==> src/rtl/twin_acc_pkg.sv <==
package twin_acc_pkg;
  typedef enum logic [2:0] {
    OPC_ACC_TO_REG = 3'd0,
    OPC_REG_TO_ACC = 3'd1,
    OPC_ACC_ALU    = 3'd2,
    OPC_ACC_CMP    = 3'd3,
    OPC_REG_LOAD   = 3'd4,
    OPC_ACC_CVT    = 3'd5
  } opc_e;

  localparam logic TAG_INT = 1'b0;
  localparam logic TAG_FLT = 1'b1;
endpackage

==> src/rtl/tacc_slot_wb.sv <==
module tacc_slot_wb
  import twin_acc_pkg::*;
#(
  parameter int DATA_W = 16,
  parameter int IDX_W  = 3,
  parameter int SLOT   = 0
) (
  input  logic              en,
  input  logic [2:0]        op,
  input  logic [IDX_W-1:0]  sel,
  input  logic [DATA_W-1:0] result,
  input  logic              result_tag,
  input  logic [DATA_W-1:0] acc_val,
  input  logic              acc_tag,
  input  logic [DATA_W-1:0] opnd_val,
  input  logic              opnd_tag,
  output logic              we,
  output logic [IDX_W-1:0]  widx,
  output logic [DATA_W-1:0] wval,
  output logic              wtag
);
  localparam logic [IDX_W-1:0] ACC_IDX = IDX_W'(SLOT);

  always_comb begin
    we   = en;
    widx = ACC_IDX;
    wval = result;
    wtag = acc_tag;
    case (opc_e'(op))
      OPC_ACC_TO_REG: begin widx = sel; wval = acc_val; wtag = acc_tag; end
      OPC_REG_TO_ACC: begin wval = opnd_val; wtag = opnd_tag; end
      OPC_ACC_ALU:    wtag = acc_tag;
      OPC_ACC_CMP:    wtag = TAG_INT;
      OPC_REG_LOAD:   begin widx = sel; wtag = result_tag; end
      OPC_ACC_CVT:    wtag = ~opnd_tag;
      default:        we = 1'b0;
    endcase
  end
endmodule

==> src/rtl/tacc_reg_store.sv <==
module tacc_reg_store #(
  parameter int NUM_REGS = 8,
  parameter int DATA_W   = 16,
  parameter int NUM_WR   = 2,
  parameter int NUM_RD   = 4,
  localparam int IDX_W   = $clog2(NUM_REGS)
) (
  input  logic                           clk,
  input  logic                           rst,
  input  logic [NUM_WR-1:0]              we,
  input  logic [NUM_WR-1:0][IDX_W-1:0]   widx,
  input  logic [NUM_WR-1:0][DATA_W-1:0]  wval,
  input  logic [NUM_WR-1:0]              wtag,
  input  logic [NUM_RD-1:0][IDX_W-1:0]   ridx,
  output logic [NUM_RD-1:0][DATA_W-1:0]  rval,
  output logic [NUM_RD-1:0]              rtag
);
  logic [DATA_W-1:0] val_q [NUM_REGS];
  logic              tag_q [NUM_REGS];

  // Higher-numbered write ports are applied later and therefore win.
  always_ff @(posedge clk) begin
    if (rst) begin
      for (int r = 0; r < NUM_REGS; r++) begin
        val_q[r] <= '0;
        tag_q[r] <= 1'b0;
      end
    end else begin
      for (int p = 0; p < NUM_WR; p++) begin
        if (we[p]) begin
          val_q[widx[p]] <= wval[p];
          tag_q[widx[p]] <= wtag[p];
        end
      end
    end
  end

  for (genvar k = 0; k < NUM_RD; k++) begin : g_rd
    assign rval[k] = val_q[ridx[k]];
    assign rtag[k] = tag_q[ridx[k]];
  end
endmodule

==> src/rtl/twin_acc_regfile.sv <==
module twin_acc_regfile #(
  parameter int NUM_REGS  = 8,
  parameter int DATA_W    = 16,
  parameter int NUM_SLOTS = 2,
  localparam int IDX_W    = $clog2(NUM_REGS)
) (
  input  logic                              clk,
  input  logic                              rst,
  input  logic [NUM_SLOTS-1:0]              wr_en,
  input  logic [NUM_SLOTS-1:0][2:0]         op,
  input  logic [NUM_SLOTS-1:0][IDX_W-1:0]   opnd_sel,
  input  logic [NUM_SLOTS-1:0][DATA_W-1:0]  result,
  input  logic [NUM_SLOTS-1:0]              result_tag,
  output logic [NUM_SLOTS-1:0][DATA_W-1:0]  acc_val,
  output logic [NUM_SLOTS-1:0]              acc_tag,
  output logic [NUM_SLOTS-1:0][DATA_W-1:0]  opnd_val,
  output logic [NUM_SLOTS-1:0]              opnd_tag,
  output logic                              same_target
);
  localparam int NUM_RD = 2 * NUM_SLOTS;

  logic [NUM_RD-1:0][IDX_W-1:0]     ridx;
  logic [NUM_RD-1:0][DATA_W-1:0]    rval;
  logic [NUM_RD-1:0]                rtag;
  logic [NUM_SLOTS-1:0]             we;
  logic [NUM_SLOTS-1:0][IDX_W-1:0]  widx;
  logic [NUM_SLOTS-1:0][DATA_W-1:0] wval;
  logic [NUM_SLOTS-1:0]             wtag;

  for (genvar s = 0; s < NUM_SLOTS; s++) begin : g_slot
    assign ridx[s]           = IDX_W'(s);
    assign ridx[NUM_SLOTS+s] = opnd_sel[s];
    assign acc_val[s]  = rval[s];
    assign acc_tag[s]  = rtag[s];
    assign opnd_val[s] = rval[NUM_SLOTS+s];
    assign opnd_tag[s] = rtag[NUM_SLOTS+s];

    tacc_slot_wb #(.DATA_W(DATA_W), .IDX_W(IDX_W), .SLOT(s)) u_wb (
      .en(wr_en[s]), .op(op[s]), .sel(opnd_sel[s]),
      .result(result[s]), .result_tag(result_tag[s]),
      .acc_val(acc_val[s]), .acc_tag(acc_tag[s]),
      .opnd_val(opnd_val[s]), .opnd_tag(opnd_tag[s]),
      .we(we[s]), .widx(widx[s]), .wval(wval[s]), .wtag(wtag[s])
    );
  end

  always_comb begin
    same_target = 1'b0;
    for (int a = 0; a < NUM_SLOTS; a++)
      for (int b = a + 1; b < NUM_SLOTS; b++)
        if (we[a] && we[b] && widx[a] == widx[b]) same_target = 1'b1;
  end

  tacc_reg_store #(
    .NUM_REGS(NUM_REGS), .DATA_W(DATA_W), .NUM_WR(NUM_SLOTS), .NUM_RD(NUM_RD)
  ) u_store (
    .clk(clk), .rst(rst), .we(we), .widx(widx), .wval(wval), .wtag(wtag),
    .ridx(ridx), .rval(rval), .rtag(rtag)
  );
endmodule

==> config.mk <==
export PLATFORM = sky130hd
export DESIGN_NAME = twin_acc_regfile
export DESIGN_NICKNAME = d
export VERILOG_FILES = /design/src/rtl/twin_acc_pkg.sv /design/src/rtl/tacc_slot_wb.sv /design/src/rtl/tacc_reg_store.sv /design/src/rtl/twin_acc_regfile.sv
export SDC_FILE = /design/constraint.sdc
export NUM_CORES = 1
export LEC_CHECK = 0
export BUFFER_PORTS_ARGS = -buffer_cell sky130_fd_sc_hd__buf_2
export CORE_ASPECT_RATIO = 0.5
export CORE_MARGIN = 3
export CORE_UTILIZATION = 60
export CTS_BUF_LIST = sky130_fd_sc_hd__clkbuf_8
export DETAILED_ROUTE_END_ITERATION = 8
export PLACE_DENSITY = 0.83
export RECOVER_POWER = 100
export SETUP_SLACK_MARGIN = 0.2
export SYNTH_ARGS = -nofsm -noshare
export SYNTH_HDL_FRONTEND = slang
export SYNTH_SLANG_ARGS = --single-unit
==> constraint.sdc <==
create_clock -name clk -period 2.76 [get_ports clk]
set_clock_uncertainty 0.1 [all_clocks]
set_input_delay 0.276 -clock clk [delete_from_list [all_inputs] [get_ports clk]]
set_output_delay 0.276 -clock clk [all_outputs]
set_load 0.01 [all_outputs]
==> implementation parameters, run 1 <==
Parameter                              Value

Route
  Highest Signal Layer    met4
  Count of unresolved DRC violations after routing    0
  Wire length after detailed routing    30.5 mm
  Total number of vias    around 7,500
  Number of routed nets with antenna violations    0
  DRC violation total after the first TritonRoute iteration    between 1,000 and 1,500
  TritonRoute pass-1 iters    6
  Post-Route M1 WL    10.5 mm
  Wirelength per Cell    roughly 32 um
  Met2 wire length    13.6 mm
  Vias per Instance    a little under 8
  Met3 wirelength from detailed routing    between 4 and 5 mm

STA
  Setup TNS after final layout    0 ns
  Number of max-slew violations in the final report    0
  Portion of the clock cycle consumed by the worst path in the final layout    0.948
  Worst Tran Pin Value    approximately 0.93 ns
  Fmax    about 380 MHz
  Worst slew margin relative to its limit    0.378
  Unrepaired setup endpoints after global routing    no
  Shortest period the worst path allows    2.62 ns
  Total setup violations reported at the end of the flow    0
  Hold Vio Cnt, Final    0

Synth
  Mean post-synth cell area    approximately 15 um^2
  Post-synth net total    around 650
  Number of cells produced by synthesis    ~600
  Most used flip-flop cell after synthesis    sky130_fd_sc_hd__edfxtp_1
  Area fraction of the dominant cell type after synthesis    0.461
  Synth Cell Area    around 8900 um^2
  Leading cell types by count after synthesis    138 x sky130_fd_sc_hd__o22ai_1, 136 x sky130_fd_sc_hd__edfxtp_1, 49 x sky130_fd_sc_hd__mux4_2
  Top cell type by total area after synthesis    sky130_fd_sc_hd__edfxtp_1
  FF+latch count, synth    roughly 140
  Number of synthesis warnings    0
  Number of enable flip-flop cells after synthesis    between 100 and 150
  Leading post-synthesis cells by cell area    sky130_fd_sc_hd__edfxtp_1 46%, sky130_fd_sc_hd__mux4_2 12%, sky130_fd_sc_hd__o22ai_1 9.7%
  Seq/Total Area, Yosys    0.461
  Async S/R FF share, synth    0
  Number of library cell types mapped by synthesis    43
  Most frequent cell after synthesis    sky130_fd_sc_hd__o22ai_1

Clock network
  Clock-pin transition on the worst setup and hold timing paths    approximately 0.080 ns
  Clock Sinks    approximately 140
  Number of gates resized after cts    0
  CTS root buffer    sky130_fd_sc_hd__clkbuf_8
  Maximum clock path buffer count    2
  Post-CTS Hold Fix Bufs    0
  Deepest level of the CTS H-tree    4
  Number of buffers inserted during clock tree synthesis    17
  CTS tree    done
  Clock insertion delay at the later pin of the skew report    around 0.46 ns

Power and ir drop
  Share of power burned in registers    0.463
  Cell Pwr Density    ~520 nW/um^2
  Switching power    between 1.5 and 2 mW
  Share of power burned in the clock network    0.339
  Combinational Power Share    0.199
  Switch share    0.287
  Maximum VDD drop    approximately 270 uV
  Static leakage    3.55 nW
  PnR Total Power    between 5 and 6 mW
  Cell-internal power    3.78 mW

Placement
  Final estimated routing congestion in global placement    between 1 and 1.5
  DPL Wire Length    roughly 20 mm
  Cell area after placement    10,000 um^2
  Number of port buffers    118
  Total instance count after detailed placement    slightly above 900

Global route
  Wire length of the first global-routing pass    45.5 mm
  Total global-route track usage    0.381
  Antenna violations before repair    0
  Largest net degree at the start of global routing    37
  Total grt overflow    0
  Number of global-route vias before repair    around 7,400

Setup path
  Signal arrival time at the worst endpoint    2.70 ns
  Startpoint type of the worst setup path    flip-flop
  Kind of end point of the critical path    flip-flop
  Kind of critical path    flip-flop to flip-flop
  Largest driver fanout on the critical path    8
  WP data required    between 2 and 3 ns

Die
  Top Ports    119
  Die area    approximately 16,000 um^2
  Area of the core    roughly 14,000 um^2
  Height of the die    a little over 90 um
  Standard-cell rows    30
  Die width    around 180 um
  Initial cell density of the core    0.633

Outcome
  Run status    finished, final reports clean

Layout
  Design Area, Final    slightly above 10,000 um^2
  Net total in the final layout    about 800
  Fraction of layout instances using a drive strength above 1    0.343
  Post-route non-filler standard cell count    954
  Area grow syn2layout    14.8%
  Utilization after layout    0.727
  Number of diodes    0

Min path
  Min-delay worst type    primary input to flip-flop

Flow run
  Max-Cap Viols    0
## per-stage QoR
step / setup slack (ns) / hold slack, ns
after floorplan: 0.295 / 0.469
after global placement: 0.146 / 0.606
after detailed placement: 0.133 / 0.618
after CTS: 0.277 / 0.139
after global routing: 0.150 / 0.160
final: 0.143 / 0.161
## critical path, stage by stage, from the launching register on
cell and delay (ns):
sky130_fd_sc_hd__edfxtp_1 0.45, sky130_fd_sc_hd__mux4_1 0.59, sky130_fd_sc_hd__mux2_1 0.37, sky130_fd_sc_hd__a221oi_2 0.63, sky130_fd_sc_hd__o22ai_1 0.19
## power by group through the flow
stage          Sequential (mW)  Clock [mW]  Combinational, mW
6_report                  2.46        1.80               1.06
5_1_grt                   2.46        1.85               1.10
4_1_cts                   2.45        1.78               1.10
3_5_place_dp              2.49           0               1.10
3_3_place_gp              2.48           0               1.07
2_1_floorplan             2.48           0              0.696
## repair_timing
item / CTS / global route
hold endpoints to repair: 0 / 0
buffers inserted: 0 / 1
endpoints found under the setup margin: 0 / 5
## area by class of cell
type | instances | area, um^2
repair buffers | 194 | 1160
flip-flops and latches | 136 | 4080
clock buffers | 17 | 234
fillers | 911 | 3820
inverters | 3 | 11.3
clock inverters | 15 | 185
well taps | 192 | 240
multi-input cells | 397 | 4260
## metal layers
layer,GRT usage,up-vias
met2,0.568,779
met1,0.495,3627
met3,0.146,156
met5,0,-
li1,-,2942
met4,0.181,0
## worst paths after layout
check | from | endpoint | slack [ns] | cells past startpoint
worst max-delay path | u_store.val_q[5][12] | u_store.val_q[7][12] | 0.14 | 4
worst min-delay path | result[7] | u_store.val_q[1][7] | 0.16 | 3
worst max register to register | u_store.val_q[5][12] | u_store.val_q[7][12] | 0.14 | 4
worst min register to register | u_store.val_q[0][10] | u_store.val_q[2][10] | 0.93 | 3
## flip-flops by register name (all words and copies together), names as in the netlist
| register | cells |
|---|---|
| u_store.val_q | 128 |
| u_store.tag_q | 8 |
## cells by family after synthesis
family | Yosys count | share of synthesized area
muxes | 103 | 0.221
buffers and inverters | 70 | 0.0422
DFF | 136 | 0.461
and+or+nand+nor | 106 | 0.0762
AOI/OAI and AO/OA | 188 | 0.200
## cells in the final DEF (no fill, tap or decap), types with 12 or more instances in the layout
master / netlist / layout
sky130_fd_sc_hd__a221oi_2: 6 / 12
sky130_fd_sc_hd__a221oi_4: 26 / 17
sky130_fd_sc_hd__buf_2: 23 / 77
sky130_fd_sc_hd__buf_4: 6 / 47
sky130_fd_sc_hd__clkbuf_1: 26 / 53
sky130_fd_sc_hd__clkbuf_8: 0 / 17
sky130_fd_sc_hd__edfxtp_1: 136 / 136
sky130_fd_sc_hd__mux2_1: 0 / 31
sky130_fd_sc_hd__mux4_1: 15 / 15
sky130_fd_sc_hd__mux4_2: 49 / 49
sky130_fd_sc_hd__nand2_1: 12 / 12
sky130_fd_sc_hd__nor3b_1: 32 / 32
sky130_fd_sc_hd__o22ai_1: 138 / 138
(Power assumes the default switching activity.)
==> run 2, diff against run 1 <==
Settings changed: CELL_PAD_IN_SITES_DETAIL_PLACEMENT set to 0, CELL_PAD_IN_SITES_GLOBAL_PLACEMENT set to 1, CORE_UTILIZATION 60 to 50, GPL_ROUTABILITY_DRIVEN set to 0, PLACE_DENSITY 0.83 to not set, PLACE_DENSITY_LB_ADDON set to 0.1.
==> run 2 against run 1 <==
  * Core utilization down 11 points
  * Sequential power about the same
  * Critical path type is now primary input to flip-flop
  * Non-clock buffer count up 8
  * Hold slack improved by 0.025 ns
  * Register-to-register slack improved by 0.27 ns
  * Combinational power about the same
  * First-iteration DRC count shrank 31%
  * Sequential share of layout area is 0.76 points lower
  * Count of clock-buffer cells in the layout unchanged
  * Routed wire length decreased by 1.5%
  * Highest routed layer unchanged
==> implementation parameters, run 2 (synthesis results as in run 1) <==
Parameter                              Value

Outcome
  Run status    finished, final reports clean

Setup path
  WP data required    2.77 ns (-0.07 ns)
  Reg2reg path depth    4 (unchanged)
  Kind of end point of the critical path    flip-flop
  Startpoint type of the worst setup path    primary input
  Kind of critical path    primary input to flip-flop
  R2R Path Start    u_store.val_q[0][13]
  Signal arrival time at the worst endpoint    2.58 ns (-0.12 ns)
  Critical path origin    opnd_sel[3]
  Largest driver fanout on the critical path    19 (+11)

Route
  TritonRoute pass-1 iters    5 (-1)
  Number of routed nets with antenna violations    0 (unchanged)
  Wirelength per Cell    30.1 um (-5.7%)
  Wire length after detailed routing    30.0 mm (-1.5%)
  Vias per Instance    7.08 (-10%)
  Count of unresolved DRC violations after routing    0 (unchanged)
  DRC violation total after the first TritonRoute iteration    984 (-31%)
  Total number of vias    7,055 (-6.0%)

Power and ir drop
  Static leakage    3.61 nW (+1.7%)
  Cell Pwr Density    514 nW/um^2 (-1.4%)
  Maximum VDD drop    330 uV (+23%)

Die
  Die area    19,500 um^2 (+19%)
  Initial cell density of the core    0.526 (-0.107)
  Area of the core    16,800 um^2 (+20%)
  Height of the die    100 um (+8.9%)
  Top Ports    119 (unchanged)
  Die width    194 um (+9.2%)
  Standard-cell rows    33 (+10%)

Clock network
  Post-CTS Hold Fix Bufs    0 (unchanged)
  Maximum clock path buffer count    2 (unchanged)
  Number of buffers inserted during clock tree synthesis    17 (unchanged)
  Deepest level of the CTS H-tree    4 (unchanged)
  CTS tree    done
  Clock-pin transition on the worst setup and hold timing paths    0.09 ns (about the same)
  Number of gates resized after cts    0 (unchanged)
  Setup fix buffers added after clock tree synthesis    0 (unchanged)
  CTS root buffer    sky130_fd_sc_hd__clkbuf_8
  Clock insertion delay at the later pin of the skew report    0.43 ns (-0.03 ns)
  Clock Sinks    136 (unchanged)

Layout
  Utilization after layout    0.616 (-0.111)
  Most frequent cells in the layout    138 x sky130_fd_sc_hd__o22ai_1, 136 x sky130_fd_sc_hd__edfxtp_1, 78 x sky130_fd_sc_hd__buf_2, 52 x sky130_fd_sc_hd__clkbuf_1, 51 x sky130_fd_sc_hd__buf_4
  Leading cell type in the layout, fill and taps excluded    sky130_fd_sc_hd__o22ai_1
  Biggest registers after layout    u_store.val_q: 128 flops, u_store.tag_q: 8 flops
  Flip-flop count of the largest register, all copies and words added    128 (unchanged)
  Area grow syn2layout    17.0%
  Fraction of layout instances using a drive strength above 1    0.352 (+0.00943)
  Number of diodes    0 (unchanged)
  Design Area, Final    10,400 um^2 (+1.9%)
  Total of fill cells in the finished design    1,374 (+51%)
  Net total in the final layout    807 (+1.0%)
  Register name with the most flops    u_store.val_q

STA
  Unrepaired setup endpoints after global routing    no
  Worst slew margin relative to its limit    0.230 (-0.148)
  Worst Tran Pin Value    1.15 ns (+0.222 ns)
  Number of max-slew violations in the final report    0 (unchanged)
  Fmax    389 MHz (+1.8%)
  Portion of the clock cycle consumed by the worst path in the final layout    0.931 (-0.0171)
  Total setup violations reported at the end of the flow    0 (unchanged)
  Shortest period the worst path allows    2.57 ns (-0.0472 ns)
  Setup TNS after final layout    0 ns (unchanged)
  Hold Vio Cnt, Final    0 (unchanged)

Global route
  Largest net degree at the start of global routing    31 (-16%)
  Total global-route track usage    0.309 (-0.0728)
  Total grt overflow    0 (unchanged)
  Wire length of the first global-routing pass    44.0 mm (-3.4%)
  Antenna violations before repair    0 (unchanged)
  Number of global-route vias before repair    6,910 (-7.2%)

Placement
  Number of port buffers    118 (unchanged)
  DPL Wire Length    20.0 mm (+1.1%)
  Cell area after placement    10,100 um^2 (+1.4%)

Min path
  Min-delay worst type    primary input to flip-flop
  Hold Crit Start    result[5]
  Hold Path Depth    3 (unchanged)

Flow run
  Max-Cap Viols    0 (unchanged)
==> run 2: per-layer routing <==
layer,global-route usage,vias up,part of all wire
met1,0.441,3591,0.41
met4,0.0816,0,0.017
li1,-,2961,-
met2,0.480,461,0.46
met5,0,-,0
met3,0.0768,42,0.11
==> run 2: path summary, 6_finish.rpt <==
check | slack (ns) | end
max | 0.19 | u_store.val_q[3][15]
min | 0.19 | u_store.val_q[4][5]
max reg2reg | 0.41 | u_store.val_q[7][13]
min reg2reg | 0.97 | u_store.val_q[4][5]
==> run 2: final cells by class <==
class / instances / area, um^2 / area share
clock buffers: 17 / 234 / 0.0226
clock inverters: 15 / 201 / 0.0194
inverters: 3 / 11.3 / 0.00109
multi-input cells: 397 / 4360 / 0.420
flip-flops and latches: 136 / 4080 / 0.394
well taps: 227 / 284 / 0.0274
repair buffers: 202 / 1200 / 0.115
==> run 2: where the power goes <==
group          switching, mW  internal [mW]  leakage, nW
logic                  0.616          0.449         1.98
registers             0.0691           2.38         1.41
clock network          0.830          0.992        0.224
total                   1.51           3.82         3.61
==> run 2: metrics by stage <==
stage / hold WS [ns] / std cells / power (mW) / setup slack [ns]
after floorplan: 0.469 / 603 / 3.18 / 0.295
after global placement: 0.611 / 965 / 3.59 / 0.111
after detailed placement: 0.618 / 965 / 3.60 / 0.106
after CTS: 0.162 / 997 / 5.39 / 0.440
after global routing: 0.175 / 997 / 5.50 / 0.107
final: 0.186 / 997 / 5.33 / 0.190
==> run 2: worst max-delay path, cell delays in order <==
cell and delay (ns):
sky130_fd_sc_hd__clkbuf_1 0.12, sky130_fd_sc_hd__clkbuf_4 0.46, sky130_fd_sc_hd__nor3_1 0.11, sky130_fd_sc_hd__or3b_1 0.41, sky130_fd_sc_hd__or3_1 0.45, sky130_fd_sc_hd__buf_4 0.22
sky130_fd_sc_hd__nand3b_1 0.22, sky130_fd_sc_hd__clkbuf_2 0.28
